$ cat config.mk
export PLATFORM = sky130hd
export DESIGN_NAME = sem_release_irq
export DESIGN_NICKNAME = d
export VERILOG_FILES = /design/src/rtl/sirq_pkg.sv /design/src/rtl/sirq_decode.sv /design/src/rtl/sirq_line.sv /design/src/rtl/sirq_rdmux.sv /design/src/rtl/sem_release_irq.sv
export SDC_FILE = /design/constraint.sdc
export NUM_CORES = 1
export LEC_CHECK = 0
export BUFFER_PORTS_ARGS = -buffer_cell sky130_fd_sc_hd__buf_2
export CAP_MARGIN = 20
export CELL_PAD_IN_SITES_DETAIL_PLACEMENT = 0
export CELL_PAD_IN_SITES_GLOBAL_PLACEMENT = 1
export CORE_UTILIZATION = 40
export CTS_CLUSTER_SIZE = 30
export DETAILED_ROUTE_END_ITERATION = 12
export HOLD_SLACK_MARGIN = 0.05
export PLACE_DENSITY = 0.86
export SETUP_SLACK_MARGIN = 0.3
export SKIP_CTS_REPAIR_TIMING = 1
export SLEW_MARGIN = 10
export SYNTH_ARGS = -nofsm -noshare
export SYNTH_HDL_FRONTEND = slang
export SYNTH_SLANG_ARGS = --single-unit
$ cat constraint.sdc
create_clock -name clk -period 2.3 [get_ports clk]
set_clock_uncertainty 0.1 [all_clocks]
set_input_delay 0.23 -clock clk [delete_from_list [all_inputs] [get_ports clk]]
set_output_delay 0.23 -clock clk [all_outputs]
set_load 0.01 [all_outputs]
$ cat src/rtl/sirq_pkg.sv
package sirq_pkg;
  // Register slot within one processor line window (byte offset / 4).
  typedef enum logic [1:0] {
    REG_EN  = 2'd0,
    REG_CLR = 2'd1,
    REG_RAW = 2'd2,
    REG_MSK = 2'd3
  } sirq_reg_e;
endpackage

$ cat src/rtl/sirq_decode.sv
module sirq_decode
  import sirq_pkg::*;
#(
  parameter int ADDR_W = 12,
  parameter int BASE   = 'h100,
  parameter int STRIDE = 'h10,
  parameter int NLINES = 2
) (
  input  logic              bus_sel,
  input  logic              bus_wr,
  input  logic [ADDR_W-1:0] bus_addr,
  output logic [NLINES-1:0] line_hit,
  output sirq_reg_e         reg_sel,
  output logic [NLINES-1:0] en_we,
  output logic [NLINES-1:0] clr_we
);
  localparam int                OFS_W     = $clog2(STRIDE);
  localparam logic [ADDR_W-1:0] BASE_A    = ADDR_W'(BASE);
  localparam logic [ADDR_W-1:0] SPAN_A    = ADDR_W'(NLINES * STRIDE);
  localparam logic [ADDR_W-1:0] OFS_MASK  = ADDR_W'(STRIDE - 1);
  localparam logic [ADDR_W-1:0] SLOT_SPAN = ADDR_W'(16);

  logic [ADDR_W-1:0] rel_addr;
  logic [ADDR_W-1:0] ofs;
  logic              slot_ok;

  always_comb begin
    rel_addr = bus_addr - BASE_A;
    ofs      = rel_addr & OFS_MASK;
    slot_ok  = (bus_addr >= BASE_A) && (rel_addr < SPAN_A) &&
               (ofs < SLOT_SPAN) && (ofs[1:0] == 2'b00);
    reg_sel  = sirq_reg_e'(ofs[3:2]);
  end

  for (genvar k = 0; k < NLINES; k++) begin : g_hit
    always_comb begin
      line_hit[k] = slot_ok && ((rel_addr >> OFS_W) == ADDR_W'(k));
      en_we[k]    = bus_sel && bus_wr && line_hit[k] && (reg_sel == REG_EN);
      clr_we[k]   = bus_sel && bus_wr && line_hit[k] && (reg_sel == REG_CLR);
    end
  end

  // an address selects at most one line window
  always_comb begin
    p_single_line_r1: assert ($onehot0(line_hit));
  end
endmodule

$ cat src/rtl/sirq_line.sv
module sirq_line #(
  parameter int NSEM = 32
) (
  input  logic            clk,
  input  logic            rst,
  input  logic [NSEM-1:0] rel_i,
  input  logic            en_we,
  input  logic            clr_we,
  input  logic [NSEM-1:0] wdata,
  output logic [NSEM-1:0] en_q,
  output logic [NSEM-1:0] raw_q,
  output logic [NSEM-1:0] msk_q,
  output logic            irq_q
);
  logic [NSEM-1:0] clr_vec;
  logic [NSEM-1:0] en_nxt;
  logic [NSEM-1:0] raw_nxt;
  logic [NSEM-1:0] msk_nxt;

  for (genvar i = 0; i < NSEM; i++) begin : g_bit
    always_comb begin
      clr_vec[i] = clr_we & wdata[i];
      en_nxt[i]  = en_we ? wdata[i] : en_q[i];
      // a release in the same cycle overrides the clear
      raw_nxt[i] = (raw_q[i] & ~clr_vec[i]) | rel_i[i];
      msk_nxt[i] = ((msk_q[i] & ~clr_vec[i]) | (rel_i[i] & en_q[i])) & en_nxt[i];
    end
  end

  always_ff @(posedge clk) begin
    if (rst) begin
      en_q  <= '0;
      raw_q <= '0;
      msk_q <= '0;
      irq_q <= 1'b0;
    end else begin
      en_q  <= en_nxt;
      raw_q <= raw_nxt;
      msk_q <= msk_nxt;
      irq_q <= |msk_nxt;
    end
  end

  // every pulsed bit is pending on the next cycle
  p_release_sets_raw_r2: assert property (@(posedge clk) disable iff (rst)
    (|rel_i) |=> ((raw_q & $past(rel_i)) == $past(rel_i)));

  // masked pending is a subset of raw pending
  p_msk_within_raw_r3: assert property (@(posedge clk) disable iff (rst)
    ((msk_q & ~raw_q) == '0));

  // masked pending never shows for a disabled semaphore
  p_msk_needs_enable_r3: assert property (@(posedge clk) disable iff (rst)
    ((msk_q & ~en_q) == '0));

  // a clear with no concurrent release empties the raw bits
  p_clear_empties_r4: assert property (@(posedge clk) disable iff (rst)
    (clr_we && (rel_i == '0)) |=> ((raw_q & $past(wdata)) == '0));

  // the line only falls after a clear or an enable write
  p_irq_fall_cause_r5: assert property (@(posedge clk) disable iff (rst)
    $fell(irq_q) |-> $past(clr_we || en_we));

  // release wins over a clear aimed at the same bit
  p_set_beats_clear_r7: assert property (@(posedge clk) disable iff (rst)
    (clr_we && ((rel_i & wdata) != '0)) |=>
      ((raw_q & $past(rel_i & wdata)) == $past(rel_i & wdata)));
endmodule

$ cat src/rtl/sirq_rdmux.sv
module sirq_rdmux
  import sirq_pkg::*;
#(
  parameter int NSEM   = 32,
  parameter int NLINES = 2,
  parameter int DATA_W = 32
) (
  input  logic                        clk,
  input  logic                        rst,
  input  logic                        rd_en,
  input  logic [NLINES-1:0]           line_hit,
  input  sirq_reg_e                   reg_sel,
  input  logic [NLINES-1:0][NSEM-1:0] en_all,
  input  logic [NLINES-1:0][NSEM-1:0] raw_all,
  input  logic [NLINES-1:0][NSEM-1:0] msk_all,
  output logic [DATA_W-1:0]           rdata_q
);
  logic [NSEM-1:0] sel_v;

  always_comb begin
    sel_v = '0;
    for (int k = 0; k < NLINES; k++) begin
      if (line_hit[k]) begin
        case (reg_sel)
          REG_EN:  sel_v = sel_v | en_all[k];
          REG_RAW: sel_v = sel_v | raw_all[k];
          REG_MSK: sel_v = sel_v | msk_all[k];
          default: sel_v = sel_v;
        endcase
      end
    end
  end

  always_ff @(posedge clk) begin
    if (rst) begin
      rdata_q <= '0;
    end else if (rd_en) begin
      rdata_q <= DATA_W'(sel_v);
    end
  end

  // the clear command slot always reads as zero
  p_clear_reads_zero_r4: assert property (@(posedge clk) disable iff (rst)
    (rd_en && (|line_hit) && (reg_sel == REG_CLR)) |=> (rdata_q == '0));

  // unmapped reads return zero
  p_unmapped_zero_r1: assert property (@(posedge clk) disable iff (rst)
    (rd_en && (line_hit == '0)) |=> (rdata_q == '0));
endmodule

$ cat src/rtl/sem_release_irq.sv
module sem_release_irq
  import sirq_pkg::*;
#(
  parameter int NSEM   = 32,
  parameter int NLINES = 2,
  parameter int ADDR_W = 12,
  parameter int DATA_W = 32,
  parameter int BASE   = 'h100,
  parameter int STRIDE = 'h10
) (
  input  logic              clk,
  input  logic              rst,
  input  logic [NSEM-1:0]   rel_i,
  input  logic              bus_sel,
  input  logic              bus_wr,
  input  logic [ADDR_W-1:0] bus_addr,
  input  logic [DATA_W-1:0] bus_wdata,
  output logic [DATA_W-1:0] bus_rdata,
  output logic [NLINES-1:0] irq_o
);
  logic [NLINES-1:0]           line_hit;
  sirq_reg_e                   reg_sel;
  logic [NLINES-1:0]           en_we;
  logic [NLINES-1:0]           clr_we;
  logic [NLINES-1:0][NSEM-1:0] en_all;
  logic [NLINES-1:0][NSEM-1:0] raw_all;
  logic [NLINES-1:0][NSEM-1:0] msk_all;
  logic [NSEM-1:0]             wdata_sem;
  logic                        rd_en;

  always_comb begin
    wdata_sem = bus_wdata[NSEM-1:0];
    rd_en     = bus_sel & ~bus_wr;
  end

  sirq_decode #(
    .ADDR_W(ADDR_W), .BASE(BASE), .STRIDE(STRIDE), .NLINES(NLINES)
  ) u_decode (
    .bus_sel (bus_sel),
    .bus_wr  (bus_wr),
    .bus_addr(bus_addr),
    .line_hit(line_hit),
    .reg_sel (reg_sel),
    .en_we   (en_we),
    .clr_we  (clr_we)
  );

  for (genvar k = 0; k < NLINES; k++) begin : g_line
    sirq_line #(.NSEM(NSEM)) u_line (
      .clk   (clk),
      .rst   (rst),
      .rel_i (rel_i),
      .en_we (en_we[k]),
      .clr_we(clr_we[k]),
      .wdata (wdata_sem),
      .en_q  (en_all[k]),
      .raw_q (raw_all[k]),
      .msk_q (msk_all[k]),
      .irq_q (irq_o[k])
    );
  end

  sirq_rdmux #(
    .NSEM(NSEM), .NLINES(NLINES), .DATA_W(DATA_W)
  ) u_rdmux (
    .clk     (clk),
    .rst     (rst),
    .rd_en   (rd_en),
    .line_hit(line_hit),
    .reg_sel (reg_sel),
    .en_all  (en_all),
    .raw_all (raw_all),
    .msk_all (msk_all),
    .rdata_q (bus_rdata)
  );
endmodule

==> results by group <==
STA
  – RSZ-0062 raised after global routing: yes
  – Fmax: around 420 MHz
  – Slew margin rel.: between 50% and 60%
  – Slew Viols, Final: 0
  – Worst hold slack: -0.00891 ns
  – Final WS setup: -0.0986 ns
  – Tmin final: ~2.4 ns
  – Worst-Margin Slew: between 0.6 and 0.7 ns
  – Tcrit/Tclk final: 104%
  – Final setup fails: 2
  – Final hold viol count: 1

Yosys
  – Syn nets: 1576
  – Top cell type's share of synthesized area: around 39%
  – Area leader, netlist: dfxtp_1
  – Yosys reg bits: between 200 and 250
  – Synth Flop Type: dfxtp_1
  – Post-synth EDFFs: 0
  – Synth area leaders: dfxtp_1, nand2_1, a21oi_1, mux2i_1, nor2_1
  – Mapped Area: around 12000 µm²
  – Register area share after synthesis: between 30% and 40%
  – Mapped Cells: between 1000 and 1500
  – Synth Warn #: 0
  – Synth Area per Inst: approximately 7.7 µm²
  – Post-synth cell types: 63
  – Post-synthesis async set-or-reset flop share: 0%

CTS
  – Clock Pin Slew Worst Setup and Hold Paths: ~0.06 ns
  – Clk_lat worst skew: around 0.55 ns
  – Clk buf depth: 3
  – Num CTS Buffers: 27
  – Max H-tree Level: 1
  – Clk root buf: clkbuf_16
  – TritonCTS Sinks: around 230
  – CTS tree: built

Drt
  – Post-route DRC: 0
  – Post-DR wirelength/cell: between 20 and 25 µm
  – Initial DRT Pass Iterations: 8
  – Via count: roughly 13000
  – Starting DRC count in detailed routing: between 1500 and 2000
  – Via-to-Cell Ratio: 5.91
  – ANT nets after route: 0
  – Total Wirelength: around 49000 µm

Setup path
  – Worst Path Max Fanout: 4
  – R2R setup slack: -0.1 ns
  – Crit end category: flop
  – Worst r2r src: g_line[1].u_line.msk_q[16]$_SDFF_PP0_
  – Worst setup SP type: flop
  – Reg2reg path depth: 8
  – Reg-to-reg endpoint: g_line[1].u_line.irq_q$_SDFF_PP0_
  – CP arrival: 2.71 ns
  – Worst endpoint required time: around 2.6 ns
  – CP Class: reg -> reg

Cells and area
  – Fillers: ~2600
  – Layout net count: approximately 1900
  – Area grow syn2layout: 36.2%
  – Fin util: ~56%
  – Fin cells: 2181
  – Layout cells sized above 1: 26.0%

Floorplan
  – Core Region: 28100 µm²
  – Die Wd: roughly 170 µm
  – FP Rows: about 60
  – # IOs: between 100 and 150
  – Starting Density: just over 40%
  – Die height: 172 µm
  – Die area: roughly 30000 µm²

Placement
  – PortBufs: approximately 110
  – Inst Count DP: roughly 2100
  – Final Wtd Congestion: 1.02
  – DP HPWL: 35500 µm

Run
  – MaxCap Viol Count: 0

Worst hold path
  – Hold path cells: 4
  – Hold Crit Class: in -> reg
  – Hold path start: bus_wdata[31]
  – Hold Path End: g_line[1].u_line.raw_q[31]$_SDFF_PP0_

Power
  – P_leak: between 0.006 and 0.007 µW
  – Internal power: 7290 µW
  – Clock power share: between 40 and 50%
  – Power per cell area: about 610 nW/µm²
  – Sw frac: about a quarter
  – Peak VDD IR: between 0.5 and 0.6 mV
  – Comb pwr share: roughly a tenth
  – Switching pwr: ~2400 µW
  – Seq pwr share: between 40% and 50%

GRT
  – Initial antenna violation count: 3
  – Met1 Resource Use GR: 42.5%
  – Busiest layer in global routing: met2
  – Largest net degree at the start of global routing: approximately 100
  – GR Util met3: 5.61%
  – Vias in the first global route: 11900
  – Congestion Overflow GR: 0
  – M2 GR Usage: 51.3%
  – First-pass GRT wire length: ~70000 µm
  – Overall Global Routing Usage: 32.0%

Run status
  – Outcome: finished, violations left
  – Failing checks: hold timing, setup timing
==> how the worst max path moves through the flow <==
stage / start / to / slack, ns / cells after the start
after floorplan: bus_addr[4] / g_line[0].u_line.irq_q$_SDFF_PP0_ / -0.03 / 8
after global placement: bus_addr[4] / g_line[0].u_line.irq_q$_SDFF_PP0_ / -0.56 / 10
after detailed placement: bus_addr[4] / g_line[0].u_line.irq_q$_SDFF_PP0_ / -0.58 / 10
after CTS: g_line[1].u_line.msk_q[20]$_SDFF_PP0_ / g_line[1].u_line.irq_q$_SDFF_PP0_ / -0.18 / 9
after global routing: bus_addr[5] / g_line[1].u_line.irq_q$_SDFF_PP0_ / -0.09 / 12
final: g_line[1].u_line.msk_q[16]$_SDFF_PP0_ / g_line[1].u_line.irq_q$_SDFF_PP0_ / -0.1 / 8
==> power groups by stage <==
stage | logic (µW) | registers, µW | clock network [µW]
after floorplan | 448 | 4110 | 0
after CTS | 862 | 4040 | 4720
final | 946 | 4040 | 4690
after global routing | 1010 | 4050 | 4850
after global placement | 852 | 4120 | 0
after detailed placement | 858 | 4120 | 0
==> through the flow <==
stage	power, µW	area, µm²	setup WS (ns)	hold WS (ns)	TNS (ns)
finish	9670	15700	-0.0986	-0.00891	-0.102
global route	9900	15700	-0.0918	0.0511	-0.0961
CTS	9620	15100	-0.177	-0.0992	-0.326
detailed placement	4980	14100	-0.577	0.373	-3.68
global placement	4970	14100	-0.561	0.357	-3.01
floorplan	4560	11800	-0.0342	0.241	-0.0454
==> per-layer routing <==
metal / wire length (µm) / part of all wire, %
met2: 22100 / 45
met4: 2090 / 4.3
met1: 20800 / 42
met3: 3980 / 8.1
met5: 0 / 0
==> synthesized netlist by cell type (20+ instances only) <==
master    count
mux2i_1      64
o221ai_1     28
o21ai_0      52
a21boi_0     35
dfxtp_1     226
nand2_1     278
a211oi_1     32
nor2b_1      42
a21oi_1     206
nor2_1      140
a22oi_1      45
clkbuf_1    104
a21boi_1     20
==> logic make-up after synthesis <==
| kind of cell | after synthesis | share of synthesized area, % |
|---|---|---|
| DFF | 226 | 39.2 |
| AOI/OAI and AO/OA | 508 | 28.3 |
| and+or+nand+nor | 551 | 21.8 |
| buffers and inverters | 147 | 5.13 |
| muxes | 64 | 5.55 |
==> flip-flops by register name (all words and copies together) (netlist names) <==
name                 cells
g_line.u_line.raw_q     64
g_line.u_line.msk_q     64
g_line.u_line.en_q      64
u_rdmux.rdata_q         32
g_line.u_line.irq_q      2
==> area by class of cell <==
class	instances	area, µm²	share of cell area, %
timing repair buffer	389	2980	19.0
inverter	14	52.6	0.334
multi-input combinational	1123	6720	42.7
clock inverter	12	190	1.21
clock buffer	37	783	4.98
sequential	226	4530	28.8
tap	378	473	3.01
antenna	2	5.00	0.0318
==> critical path: stages (launching register included) <==
cell and delay [ns]:
dfxtp_1 0.38, a22o_1 0.29, a221oi_1 0.30, nand4_1 0.27, o21ai_2 0.22, nand4_1 0.22
nor4_4 0.27, buf_4 0.16, a21oi_2 0.04
==> cells in the final DEF, fill, tap and decap left out, drive strengths merged, types with 3 or more instances in the layout <==
cell type and instances:
nor2 140, nor4b 10, and3 5, clkinv 5
nor2b 42, nor3 7, or4b 3, a31oi 8
dlygate4sd3 36, nand3 17, dfxtp 226, nor4 7
o211ai 10, nand2 279, o21a 5, o21ai 56
nand2b 5, buf 351, a211oi 32, o22ai 3
nand4b 7, a21boi 57, bufinv 5, o221ai 28
a21oi 206, mux2i 64, a221oi 12, inv 14
clkbuf 39, a41oi 14, a22o 13, nand4 19
a22oi 45
Note: power is estimated with default switching activity, not from simulation.
